### src/rtl/pno_pkg.sv
package pno_pkg;

  typedef enum logic [1:0] {
    ST_IDLE  = 2'd0,
    ST_FIRST = 2'd1,
    ST_TRACK = 2'd2
  } trackState_t;

  // strobes from control to datapath
  typedef struct packed {
    logic clearDuty;
    logic loadInit;
    logic incDuty;
    logic decDuty;
    logic capture;
  } dpCmd_t;

  // comparison results from datapath to control
  typedef struct packed {
    logic powerRose;
    logic voltRose;
    logic atMin;
    logic atMax;
  } dpFlags_t;

endpackage

### src/rtl/pno_datapath.sv
module pno_datapath
  import pno_pkg::*;
#(
  parameter int CODE_W = 10,
  parameter int DUTY_W = 7
) (
  input  logic              clk,
  input  logic              rstN,
  input  dpCmd_t            cmd,
  input  logic [CODE_W-1:0] voltCode,
  input  logic [CODE_W-1:0] currCode,
  input  logic [DUTY_W-1:0] stepSize,
  input  logic [DUTY_W-1:0] dutyMin,
  input  logic [DUTY_W-1:0] dutyMax,
  input  logic [DUTY_W-1:0] dutyInit,
  output dpFlags_t          flags,
  output logic [DUTY_W-1:0] duty
);

  localparam int PWR_W = 2 * CODE_W;

  logic [PWR_W-1:0]  powerNow;
  logic [PWR_W-1:0]  prevPower;
  logic [CODE_W-1:0] prevVolt;
  logic [DUTY_W:0]   upSum;
  logic [DUTY_W:0]   lowBound;
  logic [DUTY_W-1:0] upVal;
  logic [DUTY_W-1:0] downVal;
  logic [DUTY_W-1:0] initVal;

  assign powerNow = PWR_W'(voltCode) * PWR_W'(currCode);

  assign upSum    = {1'b0, duty} + {1'b0, stepSize};
  assign lowBound = {1'b0, dutyMin} + {1'b0, stepSize};

  always_comb begin
    if (upSum > {1'b0, dutyMax}) upVal = dutyMax;
    else                         upVal = upSum[DUTY_W-1:0];

    if ({1'b0, duty} < lowBound) downVal = dutyMin;
    else                         downVal = duty - stepSize;

    if (dutyInit < dutyMin)      initVal = dutyMin;
    else if (dutyInit > dutyMax) initVal = dutyMax;
    else                         initVal = dutyInit;
  end

  always_comb begin
    flags.powerRose = powerNow > prevPower;
    flags.voltRose  = voltCode > prevVolt;
    flags.atMin     = duty <= dutyMin;
    flags.atMax     = duty >= dutyMax;
  end

  always_ff @(posedge clk or negedge rstN) begin
    if (!rstN) begin
      duty <= '0;
    end else if (cmd.clearDuty) begin
      duty <= '0;
    end else if (cmd.loadInit) begin
      duty <= initVal;
    end else if (cmd.incDuty) begin
      duty <= upVal;
    end else if (cmd.decDuty) begin
      duty <= downVal;
    end
  end

  always_ff @(posedge clk or negedge rstN) begin
    if (!rstN) begin
      prevPower <= '0;
      prevVolt  <= '0;
    end else if (cmd.capture) begin
      prevPower <= powerNow;
      prevVolt  <= voltCode;
    end
  end

endmodule

### src/rtl/pno_control.sv
module pno_control
  import pno_pkg::*;
(
  input  logic     clk,
  input  logic     rstN,
  input  logic     enable,
  input  logic     sampleValid,
  input  dpFlags_t flags,
  output dpCmd_t   cmd
);

  trackState_t state, stateNext;
  logic voltUp;
  logic wantDec;
  logic doStep;

  // voltage direction: repeat a move that paid off, reverse one that did not
  always_comb begin
    if (state == ST_FIRST)   voltUp = 1'b1;
    else if (flags.powerRose) voltUp = flags.voltRose;
    else                      voltUp = !flags.voltRose;
  end

  // higher duty lowers source voltage; limits reverse a blocked move
  always_comb begin
    wantDec = voltUp;
    if (voltUp && flags.atMin)       wantDec = 1'b0;
    else if (!voltUp && flags.atMax) wantDec = 1'b1;
  end

  assign doStep = sampleValid && (state != ST_IDLE);

  always_comb begin
    cmd       = '0;
    stateNext = state;
    if (!enable) begin
      cmd.clearDuty = 1'b1;
      stateNext     = ST_IDLE;
    end else if (state == ST_IDLE) begin
      cmd.loadInit = 1'b1;
      stateNext    = ST_FIRST;
    end else if (doStep) begin
      cmd.capture = 1'b1;
      cmd.decDuty = wantDec;
      cmd.incDuty = !wantDec;
      stateNext   = ST_TRACK;
    end
  end

  always_ff @(posedge clk or negedge rstN) begin
    if (!rstN) state <= ST_IDLE;
    else       state <= stateNext;
  end

endmodule

### src/rtl/pno_pwm.sv
module pno_pwm #(
  parameter int DUTY_W = 7,
  parameter int PERIOD = 66
) (
  input  logic              clk,
  input  logic              rstN,
  input  logic              enable,
  input  logic [DUTY_W-1:0] duty,
  output logic              pwmOut
);

  localparam int CNT_W = $clog2(PERIOD);
  localparam logic [CNT_W-1:0] LAST = CNT_W'(PERIOD - 1);

  logic [CNT_W-1:0]  cnt;
  logic [DUTY_W-1:0] shadow;
  logic              wrap;

  assign wrap = (cnt == LAST);

  always_ff @(posedge clk or negedge rstN) begin
    if (!rstN) begin
      cnt    <= '0;
      shadow <= '0;
      pwmOut <= 1'b0;
    end else if (!enable) begin
      cnt    <= '0;
      shadow <= '0;
      pwmOut <= 1'b0;
    end else begin
      cnt    <= wrap ? '0 : cnt + 1'b1;
      if (wrap) shadow <= duty;
      pwmOut <= 32'(cnt) < 32'(shadow);
    end
  end

endmodule

### src/rtl/pno_mppt.sv
module pno_mppt #(
  parameter int CODE_W = 10,
  parameter int DUTY_W = 7,
  parameter int PERIOD = 66
) (
  input  logic              clk,
  input  logic              rstN,
  input  logic              enable,
  input  logic              sampleValid,
  input  logic [CODE_W-1:0] voltCode,
  input  logic [CODE_W-1:0] currCode,
  input  logic [DUTY_W-1:0] stepSize,
  input  logic [DUTY_W-1:0] dutyMin,
  input  logic [DUTY_W-1:0] dutyMax,
  input  logic [DUTY_W-1:0] dutyInit,
  output logic              pwmOut,
  output logic [DUTY_W-1:0] dutyNow
);

  pno_pkg::dpCmd_t   cmd;
  pno_pkg::dpFlags_t flags;

  pno_control i_control (
    .clk         (clk),
    .rstN        (rstN),
    .enable      (enable),
    .sampleValid (sampleValid),
    .flags       (flags),
    .cmd         (cmd)
  );

  pno_datapath #(.CODE_W(CODE_W), .DUTY_W(DUTY_W)) i_datapath (
    .clk      (clk),
    .rstN     (rstN),
    .cmd      (cmd),
    .voltCode (voltCode),
    .currCode (currCode),
    .stepSize (stepSize),
    .dutyMin  (dutyMin),
    .dutyMax  (dutyMax),
    .dutyInit (dutyInit),
    .flags    (flags),
    .duty     (dutyNow)
  );

  pno_pwm #(.DUTY_W(DUTY_W), .PERIOD(PERIOD)) i_pwm (
    .clk    (clk),
    .rstN   (rstN),
    .enable (enable),
    .duty   (dutyNow),
    .pwmOut (pwmOut)
  );

endmodule

### config.mk
export PLATFORM = sky130hd
export DESIGN_NAME = pno_mppt
export DESIGN_NICKNAME = d
export VERILOG_FILES = /design/src/rtl/pno_pkg.sv /design/src/rtl/pno_datapath.sv /design/src/rtl/pno_control.sv /design/src/rtl/pno_pwm.sv /design/src/rtl/pno_mppt.sv
export SDC_FILE = /design/constraint.sdc
export NUM_CORES = 1
export LEC_CHECK = 0
export CORE_UTILIZATION = 45
export CTS_CLUSTER_DIAMETER = 60
export CTS_CLUSTER_SIZE = 16
export DETAILED_ROUTE_END_ITERATION = 16
export DONT_BUFFER_PORTS = 1
export PLACE_DENSITY = 0.58
export SLEW_MARGIN = 10
export SYNTH_ARGS = -nofsm -noshare
export SYNTH_HDL_FRONTEND = slang
export SYNTH_SLANG_ARGS = --single-unit
### constraint.sdc
create_clock -name clk -period 4 [get_ports clk]
set_clock_uncertainty 0.15 [all_clocks]
set_input_delay 0.2 -clock clk [delete_from_list [all_inputs] [get_ports clk]]
set_output_delay 0.2 -clock clk [all_outputs]
set_load 0.05 [all_outputs]
==> results.json <==
{
  "ff_latch_area_um2": 1350,
  "io-pin-count": 60,
  "synth.distinct_cells": 57,
  "max_stage_delay_ns": 0.52,
  "holdPathStages": 2,
  "worst_slack_at_placement_ns": -3.17,
  "die_height_um": 137,
  "max_slew.worst_pin.slew_ns": 0.836,
  "row_count": 49,
  "comb_power_share_pct": 80.5,
  "status": "finished, violations left",
  "min_to": "i_pwm.cnt[1]$_DFF_PN0_",
  "timing.slew.headroom_pct": 43.9,
  "grt_antenna_before_repair": 0,
  "internal_pwr_total_mw": 3.41,
  "globalRoute.busiestLayer": "met2",
  "p_leak_nw": 4.86,
  "critPathKind": "input pin to flop",
  "cts-buffers-inserted": 5,
  "layout.nets": 1245,
  "number_of_failing_setup_endpoints_in_the_final_timing_report": 17,
  "max-cap-violations": 0,
  "worstSetupStartpointType": "input pin",
  "drtAntennaViolNets": 0,
  "first_global_vias": 6742,
  "worstReg2RegStart": "i_datapath.duty[0]$_DFFE_PN0P_",
  "reg2reg_to": "i_datapath.duty[2]$_DFFE_PN0P_",
  "end_kind": "flop",
  "critical_path.max_fanout": 10,
  "yosys_warnings": 0,
  "clkLatencyLatePin_ns": 0.30,
  "postSynth.asyncResetShare_pct": 100,
  "final_critical_path_setup_slack_ns": -2.76,
  "cp_data_arrival_time_ns": 6.80,
  "synth_top_area_share_pct": 23.3,
  "antennaDiodeCount": 0,
  "postSynth.topFlopCell": "dfrtp_1",
  "multi_input_comb_area_um2": 6630,
  "fmax_mhz": 148,
  "syn-num-nets": 1191,
  "seq_area_frac_synth_pct": 16.4,
  "maximum_number_of_pins_on_one_net_before_global_route_repair": 55,
  "violations": "negative setup slack",
  "drt_drc_violations_left": 0,
  "synth-seq-cells": 54,
  "overflow": 0,
  "post_cts.repair.setup_buffers": 0,
  "first_iter_violations": 223,
  "syn_inst": 921,
  "final_hold_viol_count": 0,
  "grt_util_all_layers_pct": 22.5,
  "power_density_nw_per_um2": 655,
  "die-area_um2": 18800,
  "timing.final.crit_share_pct": 169,
  "post_synth_most_frequent_cells": "ha_1 (153), inv_1 (125), nand2_1 (85), and2_1 (71), fa_1 (65)",
  "cts_max_level": 2,
  "maximum_clock_insertion_buffer_count": 2,
  "slew_violations": 0,
  "viasPerCell": 5.33,
  "sequentialPowerShare_pct": 12.0,
  "via_count": 6422,
  "postSynthAreaPerCell_um2": 8.93,
  "clock_period_minus_final_worst_setup_slack_ns": 6.76,
  "port_buffers": 0,
  "globalRouteMet2Util_pct": 40.2,
  "cts.sinks": 54,
  "drive_gt1_share_pct": 13.9,
  "synth_area_um2": 8220,
  "critPathTopFamily": "adder cells",
  "net-switching-power_mw": 2.82,
  "min-delay-path-class": "input pin to flop",
  "swShare_pct": 45.2,
  "use_met3_pct": 3.31,
  "coreArea_um2": 18000,
  "detailed_place_hpwl_um": 15800,
  "nFillCells": 1716,
  "cts.root.buffer_cell": "clkbuf_16",
  "r2r_setup_slack_ns": 0.20,
  "drtPass1Iterations": 7,
  "finalWeightedCongestion": 0.822,
  "crit_required_ns": 4.04,
  "initial_utilization_pct": 45.8,
  "total_power_of_the_final_layout_mw": 6.24,
  "synthMostInstantiatedCell": "ha_1",
  "cts.reportedPaths.clkPinSlew_ns": 0.08,
  "synthToLayoutAreaGrowth_pct": 15.7,
  "crit_buf_inv": 6,
  "fin_setup_tns_ns": -24.00,
  "clock_power_share_pct": 7.4,
  "postRouteWirelength_um": 19800,
  "cts_tree": "built",
  "routedWlPerCell_um": 16.4,
  "critical-path-slowest-cell": "fa_1",
  "grt_first_pass_wirelength_um": 32900,
  "min-delay-start": "enable",
  "rsz_0062_raised_after_global_routing": "true",
  "synth_top_cells_by_area": "ha_1 (23%), dfrtp_1 (16%), fa_1 (16%)",
  "synth_enable_flop_cells": 0,
  "dieWidth_um": 137,
  "worst-r2r-cell-count": 17,
  "synth.largest_area_cell": "ha_1",
  "vdd_ir_drop_max_mv": 0.381,
  "met1_usage_pct": 27.9
}
## metrics by stage
stage	std cells	util, %	cell area [um^2]	hold WS (ns)
2_1_floorplan	921	-	8490	-0.246
4_1_cts	1205	52.3	9390	0.00852
3_5_place_dp	1180	49.9	8950	-0.243
6_report	1205	53.0	9510	0.0215
3_3_place_gp	1180	49.9	8950	-0.243
5_1_grt	1205	53.0	9510	0.0410
## cell families (layout without fill, tap and decap cells)
family / Yosys count / count (layout) / synth area share, %
mux: 29 / 29 / 3.71
flops: 54 / 54 / 16.4
simple gates: 259 / 259 / 16.0
compound gates: 172 / 172 / 13.8
xor+xnor: 36 / 36 / 3.83
fa+ha+maj: 218 / 218 / 39.1
buf+inv: 153 / 208 / 7.08
## area by class of cell
class | count | share of cell area [%]
clock buffers | 5 | 1.32
well taps | 229 | 3.01
clock inverters | 3 | 0.250
repair buffers | 75 | 6.63
multi-input cells | 714 | 69.7
inverters | 125 | 4.93
flip-flops and latches | 54 | 14.2
## sequential cells by signal (all words and copies together) (netlist names)
register	cells
i_datapath.prevVolt	10
i_datapath.duty	7
i_pwm.pwmOut	1
i_pwm.cnt	7
i_datapath.prevPower	20
i_pwm.shadow	7
i_control.state	2
## worst max path at each step
stage               depth (start not counted)                             end        start  slack [ns]
finish                                     29  i_datapath.duty[2]$_DFFE_PN0P_  currCode[3]       -2.76
floorplan                                  29  i_datapath.duty[6]$_DFFE_PN0P_  currCode[1]       -2.90
detailed placement                         27  i_datapath.duty[4]$_DFFE_PN0P_  currCode[6]       -3.17
global placement                           28  i_datapath.duty[5]$_DFFE_PN0P_  voltCode[2]       -3.09
global route                               28  i_datapath.duty[2]$_DFFE_PN0P_  voltCode[8]       -3.00
CTS                                        27  i_datapath.duty[6]$_DFFE_PN0P_  voltCode[8]       -2.73
## cells in the final DEF (no fill, tap or decap), types with 21 or more instances in the layout
cell | synthesis | final
a21o_1 | 21 | 21
and2_1 | 71 | 67
fa_1 | 65 | 63
inv_1 | 125 | 122
o21ai_0 | 46 | 37
dfrtp_1 | 54 | 54
nand2_1 | 85 | 79
buf_4 | 0 | 56
a21oi_1 | 35 | 32
nor2_1 | 35 | 33
ha_1 | 153 | 146
## worst reg2reg max path: stages, from the launching register on
cell and delay, ns:
dfrtp_1 0.40, ha_1 0.21, fa_1 0.41, nand2b_1 0.10, a21oi_1 0.08, o21bai_1 0.15, a21oi_1 0.08, nor2_1 0.12
xnor2_1 0.10, ha_1 0.20, or4_1 0.51, a21oi_1 0.12, a21oi_1 0.09, a31oi_1 0.14, buf_4 0.22, mux2i_1 0.21
mux2i_1 0.09, a221o_1 0.32
## power by group through the flow
stage	Combinational [mW]	Clock, mW	Sequential [mW]
floorplan	3.12	0	0.817
global placement	4.60	0	0.757
detailed placement	4.61	0	0.761
CTS	4.83	0.476	0.750
global route	5.64	0.492	0.768
finish	5.02	0.464	0.749
## per-layer routing
layer	vias up	routed length (um)
met2	118	9660
li1	3195	-
met5	-	0
met3	28	828
met1	3081	8840
met4	0	491
## what timing repair did
action | 4_1_cts | 5_1_grt
hold endpoints to repair | 78 | 0
hold buffers | 17 | 0
gates resized for setup | 15 | 25
pin swaps | 6 | 7
endpoints found under the setup margin | 19 | 20
(Power assumes the default switching activity.)
